==> config.mk <==
export PLATFORM = sky130hd
export DESIGN_NAME = isel_top
export DESIGN_NICKNAME = d
export VERILOG_FILES = /design/src/rtl/isel_pkg.sv /design/src/rtl/isel_soft_level.sv /design/src/rtl/isel_pick.sv /design/src/rtl/isel_pend_bank.sv /design/src/rtl/isel_top.sv
export SDC_FILE = /design/constraint.sdc
export NUM_CORES = 1
export LEC_CHECK = 0
export ABC_AREA = 0
export ABC_CLOCK_PERIOD_IN_PS = 4480
export BUFFER_PORTS_ARGS = -buffer_cell sky130_fd_sc_hd__buf_2
export CELL_PAD_IN_SITES_DETAIL_PLACEMENT = 0
export CELL_PAD_IN_SITES_GLOBAL_PLACEMENT = 2
export CORE_MARGIN = 2
export CORE_UTILIZATION = 27
export CTS_BUF_LIST = sky130_fd_sc_hd__clkbuf_4 sky130_fd_sc_hd__clkbuf_8
export DETAILED_ROUTE_END_ITERATION = 8
export GPL_ROUTABILITY_DRIVEN = 0
export PLACE_DENSITY_LB_ADDON = 0.12
export RECOVER_POWER = 25
export SLEW_MARGIN = 20
export SYNTH_ARGS = -nofsm -noshare
export SYNTH_HDL_FRONTEND = slang
export SYNTH_SLANG_ARGS = --single-unit
==> constraint.sdc <==
create_clock -name clk -period 4.48 [get_ports clk]
set_input_delay 0.672 -clock clk [delete_from_list [all_inputs] [get_ports clk]]
set_output_delay 0.672 -clock clk [all_outputs]
set_load 0.01 [all_outputs]
==> src/rtl/isel_pkg.sv <==
package isel_pkg;
  localparam int NSRC  = 7;
  localparam int IDX_W = 3;

  typedef enum logic [IDX_W-1:0] {
    SRC_TLZERO = 3'd0,
    SRC_HTICK  = 3'd1,
    SRC_VEC    = 3'd2,
    SRC_CPUQ   = 3'd3,
    SRC_DEVQ   = 3'd4,
    SRC_RERR   = 3'd5,
    SRC_SOFT   = 3'd6
  } src_e;
endpackage

==> src/rtl/isel_soft_level.sv <==
module isel_soft_level #(
  parameter int SW_W  = 16,
  parameter int LVL_W = $clog2(SW_W)
) (
  input  logic [SW_W-1:0]  soft_reg,
  output logic [LVL_W-1:0] lvl,
  output logic             rest_nz
);
  logic [SW_W-1:0] masked;
  logic [SW_W-1:0] top_oh;

  always_comb begin
    lvl    = '0;
    top_oh = '0;
    for (int i = 1; i < SW_W; i++) begin
      if (soft_reg[i]) begin
        lvl    = LVL_W'(i);
        top_oh = SW_W'(1) << i;
      end
    end
    masked  = soft_reg & ~(SW_W'(1));
    rest_nz = |(masked & ~top_oh);
  end
endmodule

==> src/rtl/isel_pick.sv <==
module isel_pick
  import isel_pkg::*;
#(
  parameter int LVL_W = 4,
  parameter int VEC_LVL = 6
) (
  input  logic [NSRC-1:0]  pend,
  input  logic             hpriv,
  input  logic             ie,
  input  logic             tlz_ok,
  input  logic [LVL_W-1:0] lvl,
  input  logic [LVL_W-1:0] pil,
  input  logic             rest_nz,
  output logic             vld,
  output src_e             cause,
  output logic [LVL_W-1:0] level,
  output logic             clr
);
  localparam logic [LVL_W-1:0] VEC_LIM = LVL_W'(VEC_LVL);

  always_comb begin
    vld   = 1'b0;
    cause = SRC_TLZERO;
    level = '0;
    clr   = 1'b0;
    if (hpriv) begin
      if (ie && pend[SRC_HTICK]) begin
        vld = 1'b1; cause = SRC_HTICK; clr = 1'b1;
      end else if (ie && pend[SRC_VEC]) begin
        vld = 1'b1; cause = SRC_VEC; clr = 1'b1;
      end
    end else begin
      if (pend[SRC_TLZERO] && tlz_ok) begin
        vld = 1'b1; cause = SRC_TLZERO; clr = 1'b1;
      end else if (pend[SRC_HTICK]) begin
        vld = 1'b1; cause = SRC_HTICK; clr = 1'b1;
      end else if (ie) begin
        if (pend[SRC_CPUQ]) begin
          vld = 1'b1; cause = SRC_CPUQ; clr = 1'b1;
        end else if (pend[SRC_DEVQ]) begin
          vld = 1'b1; cause = SRC_DEVQ; clr = 1'b1;
        end else if (pend[SRC_SOFT] && lvl < VEC_LIM && pend[SRC_VEC]) begin
          vld = 1'b1; cause = SRC_VEC; clr = 1'b1;
        end else if (pend[SRC_SOFT] && lvl > pil) begin
          vld = 1'b1; cause = SRC_SOFT; level = lvl; clr = !rest_nz;
        end else if (pend[SRC_RERR]) begin
          vld = 1'b1; cause = SRC_RERR; clr = 1'b1;
        end
      end
    end
  end
endmodule

==> src/rtl/isel_pend_bank.sv <==
module isel_pend_bank
  import isel_pkg::*;
#(
  parameter int CNT_W = 8
) (
  input  logic             clk,
  input  logic             rst,
  input  logic             post_vld,
  input  logic [IDX_W-1:0] post_idx,
  input  logic             take_clr,
  input  src_e             take_src,
  output logic [NSRC-1:0]  pend,
  output logic             any_pend,
  output logic             post_err
);
  localparam logic [IDX_W-1:0] IDX_LIM = IDX_W'(NSRC);
  localparam logic [CNT_W-1:0] CNT_MAX = '1;

  logic [CNT_W-1:0] cnt_q;
  logic             post_ok, post_bad;

  assign post_ok  = post_vld && (post_idx < IDX_LIM);
  assign post_bad = post_vld && !(post_idx < IDX_LIM);
  assign any_pend = (cnt_q != '0);

  always_ff @(posedge clk) begin
    if (rst) begin
      pend     <= '0;
      cnt_q    <= '0;
      post_err <= 1'b0;
    end else begin
      post_err <= post_bad;
      for (int i = 0; i < NSRC; i++) begin
        if (post_ok && post_idx == IDX_W'(i))
          pend[i] <= 1'b1;
        else if (take_clr && take_src == src_e'(i))
          pend[i] <= 1'b0;
      end
      if (post_ok && !take_clr) begin
        if (cnt_q != CNT_MAX) cnt_q <= cnt_q + 1'b1;
      end else if (!post_ok && take_clr) begin
        if (cnt_q != '0) cnt_q <= cnt_q - 1'b1;
      end
    end
  end
endmodule

==> src/rtl/isel_top.sv <==
module isel_top
  import isel_pkg::*;
#(
  parameter int SW_W  = 16,
  parameter int TL_W  = 3,
  parameter int CNT_W = 8,
  parameter int LVL_W = $clog2(SW_W)
) (
  input  logic             clk,
  input  logic             rst,
  input  logic             post_vld,
  input  logic [IDX_W-1:0] post_idx,
  input  logic             take,
  input  logic             hpriv,
  input  logic             ie,
  input  logic             tlz_en,
  input  logic [TL_W-1:0]  trap_lvl,
  input  logic [SW_W-1:0]  soft_reg,
  input  logic [LVL_W-1:0] pil,
  output logic             any_pend,
  output logic             sel_vld,
  output logic [IDX_W-1:0] sel_cause,
  output logic [LVL_W-1:0] sel_level,
  output logic             post_err
);
  logic [NSRC-1:0]  pend;
  logic [LVL_W-1:0] lvl;
  logic             rest_nz, clr;
  src_e             cause;

  isel_soft_level #(.SW_W(SW_W), .LVL_W(LVL_W)) u_lvl (
    .soft_reg(soft_reg), .lvl(lvl), .rest_nz(rest_nz)
  );

  isel_pick #(.LVL_W(LVL_W)) u_pick (
    .pend(pend), .hpriv(hpriv), .ie(ie),
    .tlz_ok(tlz_en && trap_lvl == '0),
    .lvl(lvl), .pil(pil), .rest_nz(rest_nz),
    .vld(sel_vld), .cause(cause), .level(sel_level), .clr(clr)
  );

  isel_pend_bank #(.CNT_W(CNT_W)) u_bank (
    .clk(clk), .rst(rst), .post_vld(post_vld), .post_idx(post_idx),
    .take_clr(take && sel_vld && clr), .take_src(cause),
    .pend(pend), .any_pend(any_pend), .post_err(post_err)
  );

  assign sel_cause = cause;
endmodule

==> results.json <==
{
  "outcome": "completed",
  "arrival_ns": 4.48,
  "leakagePower_nw": 1.01,
  "placed_area_um2": 2310,
  "final_util_pct": 42.0,
  "crit_type": "input pin to flip-flop",
  "synth_compound_area_share_pct": 27.5,
  "dieWidth_um": 81.4,
  "reg2reg_slack_ns": 1.11,
  "vias": 1840,
  "grt_pass1_vias": 1699,
  "fp.dieArea_um2": 6620,
  "multiInputGateArea_um2": 1390,
  "hold_viol_final": 0,
  "fin_worst_skew_ns": 0.00212,
  "ys_seq_area_share_pct": 19.8,
  "grt.total_usage_pct": 14.8,
  "hold_start": "u_bank.pend[0]",
  "clk_latency_ns": 0.25,
  "grt_overflow": 0,
  "totalPowerFinal_uw": 832,
  "cts-root-buf": "clkbuf_8",
  "drv_slew": 0,
  "whs_endpoint": "u_bank.pend[0]",
  "cts_buffers": 3,
  "grt_first_pass_wirelength_um": 7640,
  "clkSinkCount": 16,
  "synthSimpleGateAreaFrac_pct": 29.3,
  "nFillCells": 619,
  "yosysTopAreaCellShare_pct": 19.8,
  "worst_pin_slew_ns": 0.769,
  "syn-num-nets": 258,
  "first_pass_iters": 4,
  "synthArstFlopShare_pct": 0,
  "antenna_found_initial": 0,
  "portBuffers": 41,
  "end_kind": "flip-flop",
  "io_pins": 43,
  "r2r_start": "u_bank.pend[0]",
  "whs_ns": 0.538,
  "cts_buffer_depth": 2,
  "yosys_most_used_dff": "dfxtp_1",
  "synth_area_per_cell_um2": 7.59,
  "power_density_nw_per_um2": 339,
  "dp_hpwl_um": 3800,
  "path_max_fanout": 4,
  "setup_viol": 0,
  "fin_area_um2": 2450,
  "drive_gt1_share_pct": 43.1,
  "nets": 341,
  "h-tree-depth": 1,
  "syn2layout_area_growth_pct": 51.9,
  "synth_top_family_by_area": "simple AND/OR/NAND/NOR gates",
  "setup_tns_ns": 0,
  "slew-limit-headroom_pct": 48.4,
  "rows": 28,
  "routed_wl_um": 4610,
  "netlist_area_um2": 1620,
  "finalWorstPathRequiredPeriod_ns": 4.35,
  "synth-seq-cells": 16,
  "synth-edff-count": 0,
  "yosys.area_share.xor_xnor_pct": 4.33,
  "fin_cells": 370,
  "r2r-end": "u_bank.cnt_q[7]",
  "required_ns": 4.61,
  "clk_pin_slew_ns": 0.06,
  "dp.cells": 363,
  "rr_worst_depth": 15,
  "ys.warnings.count": 0,
  "hold_class": "flip-flop to flip-flop",
  "synthMuxAreaShare_pct": 3.10,
  "fin_ws_ns": 0.129,
  "grt_max_degree": 17,
  "synth_area_leaders": "dfxtp_1, ha_1, nor2_1, a21oi_1, inv_1",
  "die_h_um": 81.4,
  "synth_fa_ha_area_share_pct": 10.4,
  "max_freq_mhz": 230,
  "period_share_pct": 97.1,
  "drcViolationCount": 0,
  "wl_per_cell_um": 12.5,
  "rsz0062_at_grt": "yes",
  "cp-start-kind": "input pin",
  "core_area_um2": 5850,
  "synth_largest_area_cell": "dfxtp_1",
  "num_antenna_cells": 0,
  "antenna_left": 0,
  "yosysMostFrequentCell": "nor2_1",
  "drt_iter0_drc": 36,
  "yosysUniqueCellTypes": 54,
  "final-seq-area_um2": 320,
  "viasPerCell": 4.97,
  "synthTopCellsByCount": "nor2_1, inv_1, dfxtp_1",
  "dp_slack_ns": -0.429,
  "ir_drop_mv": 0.245,
  "netlist_instances": 213,
  "ctsHoldBuffers": 0,
  "hold_depth": 2,
  "max-cap-violations": 0,
  "cts_tree": "built",
  "start_util_pct": 27.6
}
==> registers in the layout, summed over array words and instances (netlist names) <==
name / count
u_bank.cnt_q: 8
u_bank.post_err: 1
u_bank.pend: 7
==> routing by layer <==
metal / vias to the layer above / global-route usage (%) / wire (µm)
li1: 961 / - / -
met1: 848 / 19.8 / 2280
met2: 27 / 25.0 / 2140
met3: 4 / 1.44 / 152
met4: 0 / 4.07 / 40
met5: - / 0 / 0
==> power by group <==
| group | total [mW] | internal, mW | switching [mW] | leakage, nW |
|---|---|---|---|---|
| clock | 0.127 | 0.0779 | 0.0488 | 0.0288 |
| combinational | 0.479 | 0.260 | 0.219 | 0.853 |
| sequential | 0.227 | 0.177 | 0.0504 | 0.131 |
| total | 0.832 | 0.514 | 0.318 | 1.01 |
==> cells by family (layout without fill, tap and decap cells) <==
family / count (synthesis) / after routing
AOI/OAI and AO/OA: 58 / 58
xor gates and xnor gates: 8 / 8
adders and majority gates: 13 / 13
buffers and inverters: 22 / 104
DFF: 16 / 16
muxes: 5 / 5
and+or+nand+nor: 91 / 91
==> repair_timing <==
| action | CTS | global route |
|---|---|---|
| gates resized for setup | 3 | 9 |
| pin swaps | 9 | 21 |
| setup endpoints to repair | 2 | 3 |
| hold endpoints to repair | 0 | 0 |
| setup buffers | 2 | 2 |
==> final cells by class <==
cell class | instances | area share, %
Clock buffer | 4 | 2.24
Inverter | 18 | 2.91
Multi-Input combinational cell | 175 | 56.5
Sequential cell | 16 | 13.0
Tap cell | 75 | 3.82
Timing Repair Buffer | 82 | 21.5
==> worst max path at each step <==
stage          slack [ns]  depth (start not counted)              end          from
5_1_grt             -0.09                         25  u_bank.cnt_q[7]   soft_reg[2]
6_report             0.13                         21  u_bank.cnt_q[7]  soft_reg[10]
4_1_cts             0.008                         24  u_bank.cnt_q[7]   soft_reg[2]
2_1_floorplan       0.001                         20  u_bank.cnt_q[7]  soft_reg[15]
3_3_place_gp        -0.43                         22  u_bank.cnt_q[7]   soft_reg[1]
3_5_place_dp        -0.43                         22  u_bank.cnt_q[7]   soft_reg[1]
==> worst max-delay path: stages <==
cell and delay (ns):
buf_2 0.10, or4_4 0.54, a21oi_4 0.15, o21ai_2 0.08
ha_1 0.32, nand2b_1 0.07, a21oi_2 0.17, o21ai_2 0.09
and2_4 0.17, o31ai_4 0.26, ha_2 0.25, clkinvlp_4 0.15
buf_12 0.17, ha_4 0.23, nand3_1 0.07, o211ai_1 0.15
o41ai_2 0.34, xnor2_1 0.16, nand2_1 0.08, xor2_1 0.19
nor2_1 0.05
==> layout by cell type (no fill, tap or decap), drive strengths merged, types with 2 or more instances in the layout <==
cell	synthesis	final
o41ai	3	3
inv	18	17
a311oi	2	2
nand3	11	11
nand4	3	3
clkbuf	2	6
a21oi	15	15
o31ai	4	4
and2	3	3
mux2i	5	5
nor3	6	6
or4	4	4
o21bai	3	3
nor4	4	4
a31oi	4	4
dfxtp	16	16
xnor2	7	7
ha	11	11
a211oi	3	3
a41oi	2	2
a2111oi	3	3
nand2	13	13
a221oi	3	3
nor2b	6	6
o21ai	8	8
nor2	34	34
o211ai	2	2
and3	3	3
buf	2	80
No activity file was read; power rests on OpenSTA's default activity.
